`config.mk`:
```
export PLATFORM = sky130hd
export DESIGN_NAME = mon_irq_ctrl
export DESIGN_NICKNAME = d
export VERILOG_FILES = /design/src/rtl/mon_irq_pkg.sv /design/src/rtl/mon_sync.sv /design/src/rtl/mon_cfg_regs.sv /design/src/rtl/mon_event.sv /design/src/rtl/mon_irq_ctrl.sv
export SDC_FILE = /design/constraint.sdc
export NUM_CORES = 1
export LEC_CHECK = 0
export CAP_MARGIN = 20
export CELL_PAD_IN_SITES_DETAIL_PLACEMENT = 0
export CELL_PAD_IN_SITES_GLOBAL_PLACEMENT = 1
export CORE_MARGIN = 5
export CORE_UTILIZATION = 45
export CTS_CLUSTER_SIZE = 24
export DETAILED_ROUTE_END_ITERATION = 12
export PLACE_DENSITY = 0.83
export SETUP_SLACK_MARGIN = 0.05
export SLEW_MARGIN = 20
export SYNTH_ARGS = -nofsm -noshare
export SYNTH_HDL_FRONTEND = slang
export SYNTH_HIERARCHICAL = 1
export SYNTH_SLANG_ARGS = --single-unit
```
`constraint.sdc`:
```
create_clock -name clk -period 3.7 [get_ports clk]
set_clock_uncertainty 0.1 [all_clocks]
set_input_delay 0.555 -clock clk [delete_from_list [all_inputs] [get_ports clk]]
set_output_delay 0.555 -clock clk [all_outputs]
set_load 0.01 [all_outputs]
```
`src/rtl/mon_irq_pkg.sv`:
```
package mon_irq_pkg;

  localparam int unsigned MON_SRC_COUNT = 12;
  localparam int unsigned REG_AW        = 3;

  typedef logic [REG_AW-1:0] reg_addr_t;

  // Register word indexes
  localparam reg_addr_t A_ENABLE = 3'd0;
  localparam reg_addr_t A_MASK   = 3'd1;
  localparam reg_addr_t A_TYPE   = 3'd2;
  localparam reg_addr_t A_POLAR  = 3'd3;
  localparam reg_addr_t A_MASKED = 3'd4;
  localparam reg_addr_t A_RAW    = 3'd5;
  localparam reg_addr_t A_ACK    = 3'd6;
  localparam reg_addr_t A_PINS   = 3'd7;

endpackage

```
`src/rtl/mon_sync.sv`:
```
module mon_sync #(
  parameter int unsigned W      = 12,
  parameter int unsigned STAGES = 2
) (
  input  logic         clk,
  input  logic         rst_n,
  input  logic [W-1:0] d_i,
  output logic [W-1:0] q_o
);

  logic [W-1:0] stg_q [STAGES];

  for (genvar s = 0; s < STAGES; s++) begin : g_stage
    logic [W-1:0] stg_d;
    if (s == 0) begin : g_first
      assign stg_d = d_i;
    end else begin : g_next
      assign stg_d = stg_q[s-1];
    end

    always_ff @(posedge clk or negedge rst_n) begin
      if (!rst_n) begin
        stg_q[s] <= '0;
      end else begin
        stg_q[s] <= stg_d;
      end
    end
  end

  assign q_o = stg_q[STAGES-1];

endmodule

```
`src/rtl/mon_cfg_regs.sv`:
```
module mon_cfg_regs
  import mon_irq_pkg::*;
#(
  parameter int unsigned W = 12
) (
  input  logic         clk,
  input  logic         rst_n,
  input  logic         wr_i,
  input  reg_addr_t    addr_i,
  input  logic [W-1:0] wdata_i,
  output logic [W-1:0] en_o,
  output logic [W-1:0] msk_o,
  output logic [W-1:0] typ_o,
  output logic [W-1:0] pol_o,
  output logic [W-1:0] ack_o
);

  logic ld_en, ld_msk, ld_typ, ld_pol;

  // Load enables (clock enables for the four writable registers)
  always_comb begin
    ld_en  = wr_i && (addr_i == A_ENABLE);
    ld_msk = wr_i && (addr_i == A_MASK);
    ld_typ = wr_i && (addr_i == A_TYPE);
    ld_pol = wr_i && (addr_i == A_POLAR);
  end

  // Acknowledge is a one-cycle pulse vector, not stored
  assign ack_o = (wr_i && (addr_i == A_ACK)) ? wdata_i : '0;

  always_ff @(posedge clk or negedge rst_n) begin
    if (!rst_n) begin
      en_o <= '0;
    end else if (ld_en) begin
      en_o <= wdata_i;
    end
  end

  always_ff @(posedge clk or negedge rst_n) begin
    if (!rst_n) begin
      msk_o <= '0;
    end else if (ld_msk) begin
      msk_o <= wdata_i;
    end
  end

  always_ff @(posedge clk or negedge rst_n) begin
    if (!rst_n) begin
      typ_o <= '0;
    end else if (ld_typ) begin
      typ_o <= wdata_i;
    end
  end

  always_ff @(posedge clk or negedge rst_n) begin
    if (!rst_n) begin
      pol_o <= '0;
    end else if (ld_pol) begin
      pol_o <= wdata_i;
    end
  end

endmodule

```
`src/rtl/mon_event.sv`:
```
module mon_event #(
  parameter int unsigned W = 12
) (
  input  logic         clk,
  input  logic         rst_n,
  input  logic [W-1:0] sync_i,
  input  logic [W-1:0] typ_i,
  input  logic [W-1:0] pol_i,
  input  logic [W-1:0] en_i,
  input  logic [W-1:0] ack_i,
  output logic [W-1:0] raw_o,
  output logic [W-1:0] lat_o
);

  logic [W-1:0] prev_q;
  logic [W-1:0] lat_q;
  logic [W-1:0] lat_d;
  logic [W-1:0] active;
  logic [W-1:0] hit;

  for (genvar g = 0; g < W; g++) begin : g_bit
    // Active value and active edge selected by polarity
    assign active[g] = pol_i[g] ? sync_i[g] : ~sync_i[g];
    assign hit[g]    = pol_i[g] ? (sync_i[g] & ~prev_q[g])
                                : (~sync_i[g] & prev_q[g]);
    // Edge latch: held until acknowledged, set only while enabled,
    // forced clear while the bit is configured as level type
    assign lat_d[g]  = typ_i[g] ? ((lat_q[g] & ~ack_i[g]) | (hit[g] & en_i[g]))
                                : 1'b0;
    assign raw_o[g]  = typ_i[g] ? lat_q[g] : active[g];
  end

  always_ff @(posedge clk or negedge rst_n) begin
    if (!rst_n) begin
      prev_q <= '0;
      lat_q  <= '0;
    end else begin
      prev_q <= sync_i;
      lat_q  <= lat_d;
    end
  end

  assign lat_o = lat_q;

endmodule

```
`src/rtl/mon_irq_ctrl.sv`:
```
module mon_irq_ctrl
  import mon_irq_pkg::*;
#(
  parameter int unsigned N_SRC       = MON_SRC_COUNT,
  parameter int unsigned SYNC_STAGES = 2
) (
  input  logic             clk,
  input  logic             rst_n,
  input  logic [N_SRC-1:0] mon_in,
  input  logic             bus_wr,
  input  logic [2:0]       bus_addr,
  input  logic [N_SRC-1:0] bus_wdata,
  output logic [N_SRC-1:0] bus_rdata,
  output logic             irq_o
);

  logic [N_SRC-1:0] sync_q;
  logic [N_SRC-1:0] en_q, msk_q, typ_q, pol_q;
  logic [N_SRC-1:0] ack_bits;
  logic [N_SRC-1:0] raw_stat, lat_q, masked;

  mon_sync #(.W(N_SRC), .STAGES(SYNC_STAGES)) u_sync (
    .clk   (clk),
    .rst_n (rst_n),
    .d_i   (mon_in),
    .q_o   (sync_q)
  );

  mon_cfg_regs #(.W(N_SRC)) u_cfg (
    .clk     (clk),
    .rst_n   (rst_n),
    .wr_i    (bus_wr),
    .addr_i  (bus_addr),
    .wdata_i (bus_wdata),
    .en_o    (en_q),
    .msk_o   (msk_q),
    .typ_o   (typ_q),
    .pol_o   (pol_q),
    .ack_o   (ack_bits)
  );

  mon_event #(.W(N_SRC)) u_event (
    .clk    (clk),
    .rst_n  (rst_n),
    .sync_i (sync_q),
    .typ_i  (typ_q),
    .pol_i  (pol_q),
    .en_i   (en_q),
    .ack_i  (ack_bits),
    .raw_o  (raw_stat),
    .lat_o  (lat_q)
  );

  assign masked = raw_stat & en_q & ~msk_q;
  assign irq_o  = |masked;

  always_comb begin
    unique case (bus_addr)
      A_ENABLE: bus_rdata = en_q;
      A_MASK:   bus_rdata = msk_q;
      A_TYPE:   bus_rdata = typ_q;
      A_POLAR:  bus_rdata = pol_q;
      A_MASKED: bus_rdata = masked;
      A_RAW:    bus_rdata = raw_stat;
      A_ACK:    bus_rdata = '0;
      default:  bus_rdata = sync_q;
    endcase
  end

endmodule

```
Word-level counts from Yosys, hierarchy flattened --
Cells that the tools add are included.
Operators by class: equality and inequality tests 6, muxes and demuxes 50, bitwise logic cells 99, reductions and logical operators 7
Operators with widths (number):
- $pmux W12 S7 | 1
- $and A1 B1 Y1 | 48
- $mux W1 | 48
- $not A1 Y1 | 36
- $and A12 B12 Y12 | 2
- $mux W12 | 1
- $not A12 Y12 | 1
- $or A1 B1 Y1 | 12
- $reduce_or A12 Y1 | 1
- $eq A3 B3 Y1 const B | 3
- $eq A3 B2 Y1 const B | 2
- $logic_and A1 B1 Y1 | 5
- $eq A3 B1 Y1 const B | 1
- $logic_not A3 Y1 | 1
Word-level totals: bits in registers 96, bits of input ports 30, output and inout port bits 13, logic and storage cells 170

Logic depth before layout (Yosys ltp) --
Gate-level depths: netlist (run 1).
depth after elaboration 7, gate-level depth with buffers 6

Modules after synthesis --
Netlist (run 1), hierarchy kept.
Modules (own cells, without submodules):
- mon_cfg_regs | times used 1, cells an instance 118, area each 1941.9 µm², sequential area each 1201.2 µm²
- mon_event | times used 1, cells an instance 108, area each 1231.2 µm², sequential area each 600.6 µm²
- mon_irq_ctrl | times used 1, cells an instance 131, area each 863.3 µm², sequential area each 0.0 µm²
- mon_sync | times used 1, cells an instance 24, area each 600.6 µm², sequential area each 600.6 µm²

Worst setup path after synthesis (run 1) --
No wires, ideal clock.
path kind input -> output, start point input bus_addr[2], end point output bus_rdata[0], arrival time 1451 ps, required time 3045 ps, setup slack 1594 ps, cell stages on the path 6, buffers on the path 2, cells stage by stage buf_2 > and2_1 > nand2_1 > buf_2 > nor2_1 > a31oi_1
Between the ends: word-level cells in the longest chain between the ends 2
Ends and longest elaborated chain:
- from (decl) | line mon_irq_ctrl.sv:11 | input logic [2:0] bus_addr,
- $eq A3 B3 Y1, or another cell as far along | line mon_irq_ctrl.sv:58 | unique case (bus_addr)
- $pmux W12 S7 (*) | line mon_irq_ctrl.sv:58
- to (decl) | line mon_irq_ctrl.sv:13 | output logic [N_SRC-1:0] bus_rdata,
Mark *: on every way between the ends. The rest lies on a longest branch, timed or not.

Worst setup path after layout (run 1) --
start point input bus_addr[0], end point output bus_rdata[5]
The elaborated chain is that of the path after synthesis.

==> results of run 1 <==
-- critical path, delay by kind of cell --
kind,cells,cell delay [ns]
compound gates,2,0.45
buf+inv,3,1.54
mux,1,0.20
-- cells by family after synthesis --
family / count (synthesis) / synth area share [%]
buf+inv: 19 / 2.725
xor+xnor: 12 / 2.267
simple gates: 120 / 17.57
compound gates: 70 / 10.42
flops: 96 / 51.81
mux: 64 / 15.22
-- power groups by stage --
stage          Sequential [W]  Combinational (W)  Clock (W)
6_report              0.00136           0.000570   0.000650
5_1_grt               0.00139           0.000626   0.000714
2_1_floorplan         0.00133           0.000376          0
3_5_place_dp          0.00138           0.000572          0
4_1_cts               0.00136           0.000575   0.000673
3_3_place_gp          0.00138           0.000556          0
-- placed cells by master, fill, tap and decap left out, types with 13 or more instances in the layout --
cell	instances
nor2_1	19
o21ai_0	16
dfrtp_1	96
buf_4	17
and2_1	13
nand3b_1	13
clkdlybuf4s50_1	41
nand2_1	18
mux2_2	48
-- registers in the layout, summed over array words and instances (netlist names) --
| register | count |
|---|---|
| u_sync/g_stage.stg_d | 12 |
| u_event/lat_o | 12 |
| u_cfg/en_o | 12 |
| u_cfg/msk_o | 12 |
| u_event/prev_q | 12 |
| u_cfg/pol_o | 12 |
| u_sync/q_o | 12 |
| u_cfg/typ_o | 12 |
-- layout make-up --
type | count | area share, %
inverter | 4 | 0.2765
timing repair buffer | 59 | 10.12
sequential | 96 | 44.24
clock buffer | 14 | 3.180
tap | 136 | 3.134
multi-input combinational | 266 | 38.82
clock inverter | 2 | 0.2304
-- per-stage QoR --
| step | instance area (sq um) | power (W) | setup slack, ns |
|---|---|---|---|
| 4_1_cts | 5426 | 0.002612 | 0.3118 |
| 5_1_grt | 5430 | 0.002732 | 0.1710 |
| 6_report | 5430 | 0.002584 | 0.2960 |
| 3_3_place_gp | 5241 | 0.001934 | 0.3312 |
| 3_5_place_dp | 5241 | 0.001956 | 0.3094 |
| 2_1_floorplan | 4637 | 0.001709 | 1.594 |
-- per-layer routing --
layer	wire length (um)	vias up	share of wire, %	GRT usage [%]
met5	0	-	0	0
met4	189	0	1.9	7.218
met3	349	13	3.5	3.315
met2	4741	51	47	26.46
met1	4835	1598	48	23.65
li1	-	1524	-	-
-- final timing paths --
check | startpoint | endpoint | slack, ns | cells after the start
max | bus_addr[0] | bus_rdata[5] | 0.30 | 6
min | rst_n | u_sync/g_stage[1].stg_d[10] | 0.12 | 1
max reg2reg | u_sync/q_o[1] | u_event/lat_o[1] | 2.57 | 2
min in group clk | u_sync/g_stage[1].stg_d[7] | u_sync/q_o[7] | 0.25 | 0
max in group asynchronous | rst_n | u_sync/g_stage[1].stg_d[4] | 2.76 | 2
min reg2reg | u_sync/g_stage[1].stg_d[7] | u_sync/q_o[7] | 0.25 | 0
==> impl_metrics.env, run 1 <==
export IMPL_relSlewSlack_pct=53.72
export IMPL_cts_made_buffers=9
export IMPL_crit_type="in -> out"
export IMPL_rows=37
export IMPL_antenna_found_initial=0
export IMPL_outcome="complete, no violations"
export IMPL_num_antenna_cells=0
export IMPL_postCtsHoldBufs=0
export IMPL_io_buffers=42
export IMPL_synth_common_cells="96 x dfrtp_1, 48 x mux2_2, 19 x nor2_1"
export IMPL_cp_max_fo=12
export IMPL_drive_gt1_share_pct=19.50
export IMPL_cap_violations=0
export IMPL_avgViaCountPerCell=5.522
export IMPL_grt_use_total_pct=17.11
export IMPL_crit_required_ns=3.04
export IMPL_synth_cell_types=44
export IMPL_fin_crit_sh_pct=92.00
export IMPL_place_hpwl_um=6950
export IMPL_synth_seq_cells=96
export IMPL_switching_share_pct=29.19
export IMPL_ys_flop_type="dfrtp_1"
export IMPL_netlist_area_sq_um=4637
export IMPL_powerDensity_nw_per_um2=475.8
export IMPL_fmax_ghz=0.2938
export IMPL_drc_errors=0
export IMPL_yosysWarnings=6
export IMPL_tns_ns=0
export IMPL_hold_path_class="in -> async"
export IMPL_synth_top_area_share_pct=51.81
export IMPL_yosysTopAreaCell="dfrtp_1"
export IMPL_cts_resized=0
export IMPL_post_route_util_pct=53.32
export IMPL_cp_arrival_ns=2.75
export IMPL_die_h_um=111.5
export IMPL_drtIter0Drc=139
export IMPL_initial_core_util_pct=45.53
export IMPL_htree_levels=3
export IMPL_endpoint_kind="primary output"
export IMPL_cts_tree="built"
export IMPL_cp_cell_sequence="clkdlybuf4s50_1 > buf_4 > mux2i_1 > a211oi_1 > o32a_1 > clkdlybuf4s50_1"
export IMPL_clkPwrFrac_pct=25.1
export IMPL_async_flop_share_pct=100.0
export IMPL_synth_edff_count=0
export IMPL_grt_ovfl_total=0
export IMPL_syn_nets=411
export IMPL_fill_cells=897
export IMPL_slew_viol_final=0
export IMPL_cts_root_buf="clkbuf_8"
export IMPL_synth_avg_cell_area_sq_um=12.17
export IMPL_post_cts_buffers=0
export IMPL_num_io_pins=43
export IMPL_rsz0062_at_grt="no"
export IMPL_slowest_stage="clkdlybuf4s50_1"
export IMPL_wl_um=10120
export IMPL_yosysSeqAreaShare_pct=51.81
export IMPL_grt_max_degree=79
export IMPL_start_kind="input pin"
export IMPL_multi_input_area_sq_um=2108
export IMPL_layout_min_cycle_time_ns=3.404
export IMPL_finalNonFillerCells=577
export IMPL_p_leak_nw=2.271
export IMPL_vias=3186
export IMPL_power_frac_seq_pct=52.8
export IMPL_dr_pass1_iters=4
export IMPL_crit_top_cell="clkdlybuf4s50_1"
export IMPL_worst_pin_slew_ns=0.6943
export IMPL_dp_cells=561
export IMPL_finalSetupViolations=0
export IMPL_p_sw_w=0.0007542
export IMPL_dieWidth_um=111.5
export IMPL_p_comb_share_pct=22.0
export IMPL_clk_latency_ns=0.37
export IMPL_coreArea_sq_um=10180
export IMPL_yosysMostFrequentCell="dfrtp_1"
export IMPL_cts_max_path_buffers=2
export IMPL_vdd_drop_max_mv=0.1917
export IMPL_clk_pin_slew_ns=0.08
export IMPL_whs_ns=0.1175
export IMPL_first_global_vias=3281
export IMPL_hold_viol_final=0
export IMPL_internal_power_w=0.001829
export IMPL_slowest_delay_ns=0.77
export IMPL_seqCellArea_sq_um=2402
export IMPL_synth_area_leaders="dfrtp_1 52%, mux2_2 12%, and4b_1 2.6%"
export IMPL_nets=466
export IMPL_syn_inst=381
export IMPL_die_area_sq_um=12430
export IMPL_area_growth_pct=17.11
export IMPL_grt_first_pass_wirelength_um=16970
export IMPL_place_congestion=0.8175
export IMPL_clock_sinks=96
export IMPL_ant_nets=0
export IMPL_avgRoutedWirePerCell_um=17.53
(Power assumes the default switching activity.)
==> run 2, diff against run 1 <==
- HOLD_SLACK_MARGIN: default -> 0.1
- TNS_END_PERCENT: default -> 20
==> results of run 2 <==
Same layout as run 1: the final DEF is identical, and so are final timing and power.
==> run 3, diff against run 2 <==
--- a/config.mk
+++ b/config.mk
@@ -11,5 +11,4 @@
 export CORE_MARGIN = 5
 export CORE_UTILIZATION = 45
-export CTS_CLUSTER_SIZE = 24
 export DETAILED_ROUTE_END_ITERATION = 12
 export HOLD_SLACK_MARGIN = 0.1
==> constraint.sdc (replaced) <==
create_clock -name clk -period 3.7 [get_ports clk]
set_clock_uncertainty 0.1 [all_clocks]
set_input_delay 0.37 -clock clk [delete_from_list [all_inputs] [get_ports clk]]
set_output_delay 0.37 -clock clk [all_outputs]
set_load 0.01 [all_outputs]
==> impl_metrics.env, run 3 (synthesis results as in run 1) <==
export IMPL_outcome="complete, no violations"
export IMPL_drc_errors=0
export IMPL_critical_path_buf_inv_count=3
export IMPL_grt_ovfl_total=0
export IMPL_rows=37
export IMPL_start_kind="input pin"
export IMPL_placed_cell_area_sq_um=5174
export IMPL_crit_required_ns=3.23
export IMPL_wl_um=10050
export IMPL_p_leak_nw=2.227
export IMPL_die_h_um=111.5
export IMPL_post_cts_buffers=0
export IMPL_initial_core_util_pct=45.53
export IMPL_coreArea_sq_um=10180
export IMPL_top_usage_layer="met2"
export IMPL_met1_usage_pct=22.51
export IMPL_layout_common_cells="96 x dfrtp_1, 48 x mux2_2, 41 x clkdlybuf4s50_1, 19 x nor2_1, 18 x nand2_1"
export IMPL_clk_pin_slew_ns=0.08
export IMPL_rsz0062_at_grt="no"
export IMPL_powerDensity_nw_per_um2=475.3
export IMPL_clk_latency_ns=0.36
export IMPL_htree_levels=3
export IMPL_avgViaCountPerCell=5.628
export IMPL_dr_pass1_iters=4
export IMPL_cp_cell_sequence="clkdlybuf4s50_1 > buf_4 > mux2i_1 > a211oi_1 > a311oi_1 > nor2_1 > clkdlybuf4s50_1"
export IMPL_crit_type="in -> out"
export IMPL_slowest_delay_ns=0.59
export IMPL_finalSetupViolations=0
export IMPL_grt_max_degree=65
export IMPL_layout_setup_ws_ns=0.6310
export IMPL_num_antenna_cells=0
export IMPL_clock_sinks=96
export IMPL_ant_nets=0
export IMPL_tns_ns=0
export IMPL_crit_top_cell="clkdlybuf4s50_1"
export IMPL_cp_max_fo=32
export IMPL_fmax_ghz=0.3258
export IMPL_slew_viol_final=0
export IMPL_grt_first_pass_wirelength_um=16910
export IMPL_die_area_sq_um=12430
export IMPL_layout_commonest_cell="dfrtp_1"
export IMPL_dieWidth_um=111.5
export IMPL_post_place_ws_ns=0.6319
export IMPL_area_growth_pct=15.52
export IMPL_layout_min_cycle_time_ns=3.069
export IMPL_grtUsageMet2_pct=27.06
export IMPL_vias=3191
export IMPL_antenna_found_initial=0
export IMPL_cts_max_path_buffers=2
export IMPL_grt_use_total_pct=17.01
export IMPL_worst_pin_slew_ns=0.8248
export IMPL_cap_violations=0
export IMPL_place_congestion=0.8011
export IMPL_cts_made_buffers=9
export IMPL_place_hpwl_um=6787
export IMPL_cp_arrival_ns=2.60
export IMPL_fin_area_sq_um=5356
export IMPL_avgRoutedWirePerCell_um=17.72
export IMPL_cts_tree="built"
export IMPL_first_global_vias=3291
export IMPL_hold_path_class="reg -> reg"
export IMPL_nets=458
export IMPL_cts_root_buf="clkbuf_8"
export IMPL_grt_util_met3_pct=3.913
export IMPL_hold_viol_final=0
export IMPL_io_buffers=42
export IMPL_vdd_drop_max_mv=0.2390
export IMPL_slowest_stage="clkdlybuf4s50_1"
export IMPL_drtIter0Drc=157
export IMPL_critPathTopFamily="buffers and inverters"
export IMPL_num_io_pins=43
export IMPL_fin_crit_sh_pct=82.95
export IMPL_relSlewSlack_pct=45.01
export IMPL_drive_gt1_share_pct=17.40
export IMPL_endpoint_kind="primary output"
==> run 3: cell types whose count changed in the layout (fill, tap and decap cells not counted) <==
| cell | change |
|---|---|
| clkinvlp_4 | -1 |
| dlygate4sd3_1 | +1 |
| buf_4 | -8 |
| buf_6 | -1 |
| clkinv_2 | -1 |
==> run 3: area by class of cell <==
class	instances	area, sq um
Inverter	4	15.01
Multi-Input combinational cell	266	2108
Sequential cell	96	2402
Tap cell	136	170.2
Fill cell	910	4828
Timing Repair Buffer	51	488.0
Clock buffer	14	172.7
==> run 3: power by group <==
group	internal, W	leakage [nW]	switching (W)
Sequential	0.00120	1.16	0.000163
Clock	0.000293	0.0886	0.000327
Combinational	0.000323	0.979	0.000237
Total	0.00182	2.23	0.000728
==> run 3: worst paths after layout <==
check / startpoint / slack [ns] / end / cells after the start
max: bus_addr[0] / 0.63 / bus_rdata[3] / 7
min: u_sync/g_stage[1].stg_d[6] / 0.25 / u_sync/q_o[6] / 0
max reg2reg: u_sync/q_o[6] / 2.58 / u_event/lat_o[6] / 2
min reg2reg: u_sync/g_stage[1].stg_d[6] / 0.25 / u_sync/q_o[6] / 0
max in group asynchronous: rst_n / 2.19 / u_sync/g_stage[1].stg_d[6] / 3
min in group asynchronous: rst_n / 0.54 / u_sync/g_stage[1].stg_d[8] / 2
==> run 3: routing by layer <==
metal,part of all wire [%],vias to the layer above
li1,-,1505
met1,47,1611
met2,47,62
met3,3.9,13
met4,1.7,0
met5,0,-
==> run 3: repair_timing <==
item / in CTS / in global routing
hold buffers: 1 / 0
resized for setup: 0 / 0
hold endpoints to repair: 62 / 0
==> run 3: stage by stage <==
stage / utilization (%) / std cells / power, W / hold WS (ns)
after floorplan: - / 381 / 0.001709 / -0.02559
after CTS: 52.59 / 567 / 0.002580 / 0.2545
after global routing: 52.59 / 567 / 0.002701 / 0.2598
after detailed placement: 50.80 / 552 / 0.001948 / 0.2347
final: 52.59 / 567 / 0.002546 / 0.2519
after global placement: 50.80 / 552 / 0.001926 / 0.2321
